**src/rtl/alu_pkg.sv**
```systemverilog
package alu_pkg;

   // Selector field of the control word; the slice mux depends on this order.
   typedef enum logic [1:0] {
      SEL_AND  = 2'b00,
      SEL_OR   = 2'b01,
      SEL_SUM  = 2'b10,
      SEL_LESS = 2'b11
   } sel_e;

   typedef struct packed {
      logic negate;
      sel_e sel;
   } ctrl_t;

   localparam int CTRL_W = 3;

   // Overflow variant selection
   localparam int OVF_BY_SIGN  = 0;
   localparam int OVF_BY_CARRY = 1;

   // Zero detect variant selection
   localparam int ZERO_FLAT    = 0;
   localparam int ZERO_GROUPED = 1;

   function automatic logic slice_pick(input sel_e sel, input logic a,
                                       input logic b_eff, input logic sum,
                                       input logic less);
      logic r;
      case (sel)
         SEL_AND:  r = a & b_eff;
         SEL_OR:   r = a | b_eff;
         SEL_SUM:  r = sum;
         default:  r = less;
      endcase
      return r;
   endfunction

endpackage

```
**src/rtl/alu_slice.sv**
```systemverilog
module alu_slice
   import alu_pkg::*;
(
   input  logic a,
   input  logic b,
   input  logic negate,
   input  logic cin,
   input  logic less,
   input  sel_e sel,
   output logic res,
   output logic cout
);

   logic b_eff;
   logic sum;

   assign b_eff = b ^ negate;
   assign sum   = a ^ b_eff ^ cin;
   assign cout  = (a & b_eff) | (cin & (a ^ b_eff));
   assign res   = slice_pick(sel, a, b_eff, sum, 1'b0) | ((sel == SEL_LESS) & less);

endmodule

```
**src/rtl/alu_top_slice.sv**
```systemverilog
module alu_top_slice
   import alu_pkg::*;
#(
   parameter int OVF_MODE = OVF_BY_SIGN
) (
   input  logic a,
   input  logic b,
   input  logic negate,
   input  logic cin,
   input  sel_e sel,
   output logic res,
   output logic set_out,
   output logic ovf
);

   logic b_eff;
   logic sum;

   assign b_eff = b ^ negate;
   assign sum   = a ^ b_eff ^ cin;

   generate
      if (OVF_MODE == OVF_BY_CARRY) begin : g_ovf_carry
         logic cout;
         assign cout = (a & b_eff) | (cin & (a ^ b_eff));
         assign ovf  = cin ^ cout;
      end else begin : g_ovf_sign
         assign ovf = (a == b_eff) && (sum != a);
      end
   endgenerate

   // Sign of the difference, corrected when it overflowed
   assign set_out = sum ^ ovf;

   // The less input of the top slice is tied low
   assign res = slice_pick(sel, a, b_eff, sum, 1'b0);

endmodule

```
**src/rtl/alu_zero_detect.sv**
```systemverilog
module alu_zero_detect
   import alu_pkg::*;
#(
   parameter int WIDTH = 32,
   parameter int STYLE = ZERO_FLAT,
   parameter int GROUP = 4
) (
   input  logic [WIDTH-1:0] vec,
   output logic             is_zero
);

   generate
      if (STYLE == ZERO_GROUPED) begin : g_grouped
         localparam int GROUPS = (WIDTH + GROUP - 1) / GROUP;
         localparam int PADDED = GROUPS * GROUP;
         logic [PADDED-1:0] padded;
         logic [GROUPS-1:0] any_set;

         always_comb begin
            padded             = '0;
            padded[WIDTH-1:0]  = vec;
         end

         for (genvar g = 0; g < GROUPS; g++) begin : g_grp
            assign any_set[g] = |padded[g*GROUP +: GROUP];
         end

         assign is_zero = ~|any_set;
      end else begin : g_flat
         assign is_zero = ~|vec;
      end
   endgenerate

endmodule

```
**src/rtl/alu_rippled.sv**
```systemverilog
module alu_rippled
   import alu_pkg::*;
#(
   parameter int WIDTH      = 32,
   parameter int OVF_MODE   = OVF_BY_SIGN,
   parameter int ZERO_STYLE = ZERO_FLAT,
   parameter int ZERO_GROUP = 4
) (
   input  logic [WIDTH-1:0]  op_a,
   input  logic [WIDTH-1:0]  op_b,
   input  logic [CTRL_W-1:0] ctrl,
   output logic [WIDTH-1:0]  result,
   output logic              zero,
   output logic              overflow
);

   localparam int MSB = WIDTH - 1;

   generate
      if (WIDTH < 2) begin : g_bad_width
         $error("alu_rippled: WIDTH must be at least 2");
      end
      if (OVF_MODE != OVF_BY_SIGN && OVF_MODE != OVF_BY_CARRY) begin : g_bad_ovf
         $error("alu_rippled: OVF_MODE out of range");
      end
      if (ZERO_STYLE != ZERO_FLAT && ZERO_STYLE != ZERO_GROUPED) begin : g_bad_zero
         $error("alu_rippled: ZERO_STYLE out of range");
      end
      if (ZERO_GROUP < 1) begin : g_bad_group
         $error("alu_rippled: ZERO_GROUP must be positive");
      end
   endgenerate

   ctrl_t      c;
   logic [MSB:0] carry;
   logic         set_bit;

   assign c        = ctrl_t'(ctrl);
   assign carry[0] = c.negate;

   generate
      for (genvar i = 0; i < MSB; i++) begin : g_slice
         alu_slice u_slice (
            .a      (op_a[i]),
            .b      (op_b[i]),
            .negate (c.negate),
            .cin    (carry[i]),
            .less   ((i == 0) ? set_bit : 1'b0),
            .sel    (c.sel),
            .res    (result[i]),
            .cout   (carry[i+1])
         );
      end
   endgenerate

   alu_top_slice #(
      .OVF_MODE (OVF_MODE)
   ) u_top (
      .a       (op_a[MSB]),
      .b       (op_b[MSB]),
      .negate  (c.negate),
      .cin     (carry[MSB]),
      .sel     (c.sel),
      .res     (result[MSB]),
      .set_out (set_bit),
      .ovf     (overflow)
   );

   alu_zero_detect #(
      .WIDTH (WIDTH),
      .STYLE (ZERO_STYLE),
      .GROUP (ZERO_GROUP)
   ) u_zero (
      .vec     (result),
      .is_zero (zero)
   );

endmodule

```
**config.mk**
```make
export PLATFORM = sky130hd
export DESIGN_NAME = alu_rippled
export DESIGN_NICKNAME = d
export VERILOG_FILES = /design/src/rtl/alu_pkg.sv /design/src/rtl/alu_slice.sv /design/src/rtl/alu_top_slice.sv /design/src/rtl/alu_zero_detect.sv /design/src/rtl/alu_rippled.sv
export SDC_FILE = /design/constraint.sdc
export NUM_CORES = 1
export LEC_CHECK = 0
export ABC_AREA = 0
export CAP_MARGIN = 20
export CORE_MARGIN = 8
export CORE_UTILIZATION = 35
export DETAILED_ROUTE_END_ITERATION = 6
export PLACE_DENSITY = 0.64
export RECOVER_POWER = 50
export SLEW_MARGIN = 15
export SYNTH_ARGS = -nofsm -noshare
export SYNTH_HDL_FRONTEND = slang
export SYNTH_SLANG_ARGS = --single-unit
```
**constraint.sdc**
```tcl
create_clock -name vclk -period 24.2
set_input_delay 6.05 -clock vclk [all_inputs]
set_output_delay 6.05 -clock vclk [all_outputs]
set_load 0.01 [all_outputs]
```
=== Word-level counts from Yosys, hierarchy flattened ===
Index checks and enable logic that the tools add are counted.

* Word-level logic and storage cells: 266
* Register bits after elaboration: 0
* Input port bits: 67
* Output and inout bits: 34

* Mux-type cells: 32
* Bitwise gates (word level): 225
* Equal/unequal tests: 5
* Reduce and logical (&&, ||, !) cells: 4

{| class="wikitable"
|+ Operators with widths
! cell !! count
|-
| bitwise XOR 1 bit || 97
|-
| one-hot mux 1 bit (3 select lines) || 32
|-
| AND 1 bit || 64
|-
| bitwise OR 1 bit || 64
|-
| OR reduction 32 bit || 1
|-
| equality test 2 bit, second input constant || 2
|-
| equality test 2 x 1 -> 1 bit, second input constant || 1
|-
| logical NOT 2 bit || 1
|-
| equality test 1 bit || 1
|-
| logical AND 1 bit || 1
|-
| logical NOT 1 bit || 1
|-
| inequality test 1 bit || 1
|}

=== Longest topological paths before layout ===
* Depth after elaboration: 72
* Depth in mapped cells: 40
* Mapped depth without buffers: 38

=== By module ===
From an unflattened synthesis, not the netlist that was laid out.

* Cells, all modules: 366
* Area total of the unflattened synthesis: 3245.6 µm²

{| class="wikitable"
|+ By module, submodules not included
! module !! sequential area each (µm²) !! area each (µm²) !! cells an instance !! instances
|-
| alu_slice || 0.0 || 98.8 || 11 || 31
|-
| alu_top_slice || 0.0 || 105.1 || 13 || 1
|-
| alu_zero_detect || 0.0 || 72.6 || 11 || 1
|-
| alu_rippled || 0.0 || 3.8 || 1 || 1
|}

=== Worst setup path before layout ===
OpenSTA, ideal clock, no wires.

* Path type: input-to-output
* From: input ctrl[2]
* To: output zero
* Required time: 18150 ps
* Slack: -833 ps
* Buffers on the path: 2
* Arrival: 18983 ps
* Cell stages on the path: 40
* Cell sequence: clkbuf_1 buf_2 xor2_1 fa_1 fa_1 fa_1 fa_1 fa_1 fa_1 fa_1 fa_1 fa_1 fa_1 fa_1 fa_1 fa_1 fa_1 fa_1 [4 not listed] fa_1 fa_1 fa_1 fa_1 fa_1 fa_1 fa_1 fa_1 fa_1 inv_1 fa_1 inv_1 fa_1 mux2i_1 o22ai_1 nor4_1 nand4_1 nor4_2

* Elaborated cells on any way between the ends: 262
* Classes of those cells: 2 x eq/ne; 32 x mux; 225 x bitwise; 3 x reduce/logical

{| class="wikitable"
|+ RTL lines
! element !! line !! RTL
|-
| start: declaration || alu_rippled.sv:11 || <nowiki>input logic [CTRL_W-1:0] ctrl,</nowiki>
|-
| bitwise XOR 1 bit || alu_slice.sv:17 || <nowiki>assign b_eff = b ^ negate;</nowiki>
|-
| bitwise XOR 1 bit || alu_slice.sv:19 || <nowiki>assign cout = (a & b_eff) | (cin & (a ^ b_eff));</nowiki>
|-
| AND 1 bit || alu_slice.sv:19 ||
|-
| bitwise OR 1 bit || alu_slice.sv:19 ||
|-
| AND 1 bit || alu_slice.sv:19 ||
|-
| bitwise OR 1 bit || alu_slice.sv:19 ||
|-
| AND 1 bit || alu_slice.sv:19 ||
|-
| bitwise OR 1 bit || alu_slice.sv:19 ||
|-
| [51 not listed] || - ||
|-
| bitwise OR 1 bit || alu_slice.sv:19 ||
|-
| AND 1 bit || alu_slice.sv:19 ||
|-
| bitwise OR 1 bit || alu_slice.sv:19 ||
|-
| bitwise XOR 1 bit || alu_slice.sv:18 || <nowiki>assign sum = a ^ b_eff ^ cin;</nowiki>
|-
| one-hot mux 1 bit (3 select lines) * || alu_pkg.sv:30 || <nowiki>case (sel)</nowiki>
|-
| net g_slice[30].u_slice.res || alu_slice.sv:10 || <nowiki>output logic res,</nowiki>
|-
| OR reduction 32 bit * || alu_zero_detect.sv:30 || <nowiki>assign is_zero = ~|vec;</nowiki>
|-
| logical NOT 1 bit * || alu_zero_detect.sv:30 ||
|-
| end: declaration || alu_rippled.sv:13 || <nowiki>output logic zero,</nowiki>
|}

Mark *: on every way through the listed nets, which the timed path passes. The rest lies on a longest branch.

=== Worst setup path after layout ===
* From: input ctrl[2]
* To: output zero

* Word-level cells in the longest chain between the ends: 72
* Elaborated cells on any way between the ends: 262
* Classes of those cells: 2 x eq/ne; 32 x mux; 225 x bitwise; 3 x reduce/logical

{| class="wikitable"
|+ Ends and longest elaborated chain
! element !! line !! RTL
|-
| bitwise XOR 1 bit || alu_slice.sv:17 ||
|-
| bitwise XOR 1 bit || alu_slice.sv:18, alu_slice.sv:19 ||
|-
| AND 1 bit || alu_slice.sv:19 ||
|-
| bitwise OR 1 bit || alu_slice.sv:19 ||
|-
| AND 1 bit || alu_slice.sv:19 ||
|-
| bitwise OR 1 bit || alu_slice.sv:19 ||
|-
| AND 1 bit || alu_slice.sv:19 ||
|-
| bitwise OR 1 bit || alu_slice.sv:19 ||
|-
| [56 not listed] || - ||
|-
| bitwise XOR 1 bit || alu_top_slice.sv:20 || <nowiki>assign sum = a ^ b_eff ^ cin;</nowiki>
|-
| inequality test 1 bit || alu_top_slice.sv:28 || <nowiki>assign ovf = (a == b_eff) && (sum != a);</nowiki>
|-
| logical AND 1 bit || alu_top_slice.sv:28 ||
|-
| bitwise XOR 1 bit || alu_top_slice.sv:33 || <nowiki>assign set_out = sum ^ ovf;</nowiki>
|-
| AND 1 bit || alu_slice.sv:20 || <nowiki>assign res = slice_pick(sel, a, b_eff, sum, 1'b0) | ((sel == SEL_LESS) & less);</nowiki>
|-
| bitwise OR 1 bit || alu_slice.sv:20 ||
|-
| OR reduction 32 bit * || alu_zero_detect.sv:30 ||
|-
| logical NOT 1 bit * || alu_zero_detect.sv:30 ||
|}

Mark *: on every way between the ends. The rest lies on a longest branch, timed or not.

==> impl_metrics.py <==
metrics = {
    "drt": {
        "postRouteAntennaNets": 0,
        "drt_iter0_drc": 38,
        "detail_route.wl_per_cell_um": 15.13,
        "via_count": 2311,
        "dr.pass1.iters": 4,
        "drc_errors": 0,
        "wl_um": 7597,
        "viasPerCell": 4.604,
    },
    "pwr": {
        "leakagePower_nw": 1.979,
        "ir_drop_mv": 0.01139,
        "power_density_nw_per_um2": 26.16,
    },
    "sta": {
        "fmax_mhz": 41.70,
        "worst_pin_slew_ns": 0.7179,
        "layout_min_cycle_time_ns": 23.98,
        "hold_viol_final": 0,
        "rsz0062_at_grt": "yes",
        "fin_crit_sh_pct": 99.10,
        "slew_violations": 0,
        "layout_setup_ws_ns": 0.2170,
        "setup_viol": 0,
        "relSlewSlack_pct": 52.14,
        "whs_ns": 12.84,
    },
    "worst_setup_path": {
        "crit_path_max_fanout": 3,
        "end_kind": "output pin",
        "crit_required_ns": 18.15,
        "critical-path-max-stage-delay_ns": 0.41,
        "path_common_cell": "fa_2",
        "cp.arrival_ns": 17.93,
        "startpoint_type": "input port",
        "criticalPathCategory": "in -> out",
        "crit_slowest_cell": "fa_2",
    },
    "place": {
        "dp.cells": 499,
        "hpwlAfterDp_um": 6206,
        "port_buffers": 101,
        "gp_congestion": 0.7882,
        "pre_cts_slack_ns": -1.391,
    },
    "floorplan": {
        "die_w_um": 108.0,
        "die_height_um": 108.0,
        "core_um2": 8217,
        "start_util_pct": 36.07,
        "dieArea_um2": 11670,
        "placementRows": 33,
        "io_pins": 101,
    },
    "cells_and_area": {
        "num-nets-final": 560,
        "syn2layout_area_growth_pct": 35.04,
        "seq_area_um2": 0,
        "finalNonFillerCells": 502,
        "seq_cells": 0,
        "n_clock_buffer": 0,
        "diodes": 0,
        "drive_above_1_share_pct": 18.14,
    },
    "logic_synthesis": {
        "synth_area_leaders": "ha_1 27%, fa_1 20%, mux2i_1 10%",
        "synth_cells": 324,
        "yosysTopAreaCell": "ha_1",
        "avgSynthCellArea_um2": 9.148,
        "syn_nets": 485,
        "synth_cell_types": 23,
        "seq_area_frac_synth_pct": 0,
        "ys_warn_count": 0,
        "synth_top_area_share_pct": 27.02,
        "netlist_area_um2": 2964,
    },
    "grt": {
        "grt_max_degree": 37,
        "grt_overflow": 0,
        "grt_pass1_wl_um": 12450,
        "track_usage_pct": 12.68,
        "grt_pass1_vias": 2547,
        "antenna_found_initial": 0,
    },
    "run_status": {
        "status": "complete, no violations",
    },
    "run": {
        "maxCapViolations": 0,
    },
    "clock_tree": {
        "postCtsHoldBufs": 0,
    },
    "worst_hold_path": {
        "min_path_type": "in -> out",
    },
}
-- stage by stage --
stage	TNS, ns	power (W)	cell area [um^2]	util (%)
2_1_floorplan	0	0.00006651	3022	-
3_3_place_gp	-5.288	0.00009943	3908	47.56
3_5_place_dp	-6.611	0.0001015	3908	47.56
4_1_cts	-0.08891	0.0001041	3964	48.24
5_1_grt	-0.1390	0.0001170	4003	48.71
6_report	0	0.0001047	4003	48.71
-- cells in the mapped netlist --
library cell   n
nand2b_2       1
inv_1         67
nand2_1        1
buf_4         34
nor2_1         2
nor4_1         5
buf_6          3
mux4_2         1
buf_12         1
nor2b_1        2
nand4_1        2
o21ai_0        2
xor2_1        33
ha_1          64
o31a_1         1
mux2_2         1
clkbuf_1       3
o22ai_1       30
fa_1          30
xnor2_1        2
buf_2          6
nor4_2         3
mux2i_1       30
-- timing repair --
| item | in CTS | in global routing |
|---|---|---|
| setup buffers | 2 | 1 |
| setup endpoints to repair | 7 | 5 |
| gates cloned | 0 | 0 |
| gates resized for setup | 30 | 19 |
| pin swaps | 5 | 1 |
-- cell usage in the layout, fill, tap and decap left out, types with 3 or more instances in the layout --
cell	n
mux2i_1	28
fa_2	30
clkdlybuf4s50_1	90
o22ai_1	28
buf_2	3
xor2_1	32
clkbuf_2	4
inv_1	65
ha_1	64
nor4_2	3
nor4_1	4
dlymetal6s2s_1	3
buf_4	19
-- layout make-up --
cell class,count,area [um^2]
fillers,788,4214
multi-input cells,210,2495
repair buffers,120,1125
inverters,67,251.5
well taps,105,131.4
-- metal layers --
metal	vias up	wire length [um]	global-route usage [%]	part of all wire [%]
met5	-	0	0	0
met4	0	48	0.6938	0.63
met3	4	421	2.201	5.5
met2	56	4031	24.37	53
met1	1121	3096	14.77	41
li1	1130	-	-	-
-- path summary, 6_finish.rpt --
check / from / end / depth (start not counted) / slack, ns
min: op_a[0] / result[0] / 5 / 12.84
max: ctrl[2] / zero / 40 / 0.22
-- worst max-delay path, delay by kind of cell --
| kind | cells | cell delay [ns] |
|---|---|---|
| adders and majority gates | 30 | 10.34 |
| muxes | 2 | 0.45 |
| AOI/OAI and AO/OA | 1 | 0.12 |
| buffers and inverters | 4 | 0.43 |
| and+or+nand+nor | 3 | 0.53 |
-- power breakdown --
| group | switching [W] | total (W) | internal, W |
|---|---|---|---|
| clock network | 0 | 0 | 0 |
| logic | 0.0000502 | 0.000105 | 0.0000545 |
| registers | 0 | 0 | 0 |
-- kinds of logic (layout without fill, tap and decap cells) --
logic type / Yosys count / in the layout / share of synthesized area, %
muxes: 32 / 32 / 11.27
adders and majority gates: 94 / 94 / 47.28
xor gates and xnor gates: 35 / 35 / 10.34
and+or+nand+nor: 16 / 16 / 3.841
buffers and inverters: 114 / 187 / 20.30
AOI/OAI and AO/OA: 33 / 33 / 6.965
(Power assumes the default switching activity.)
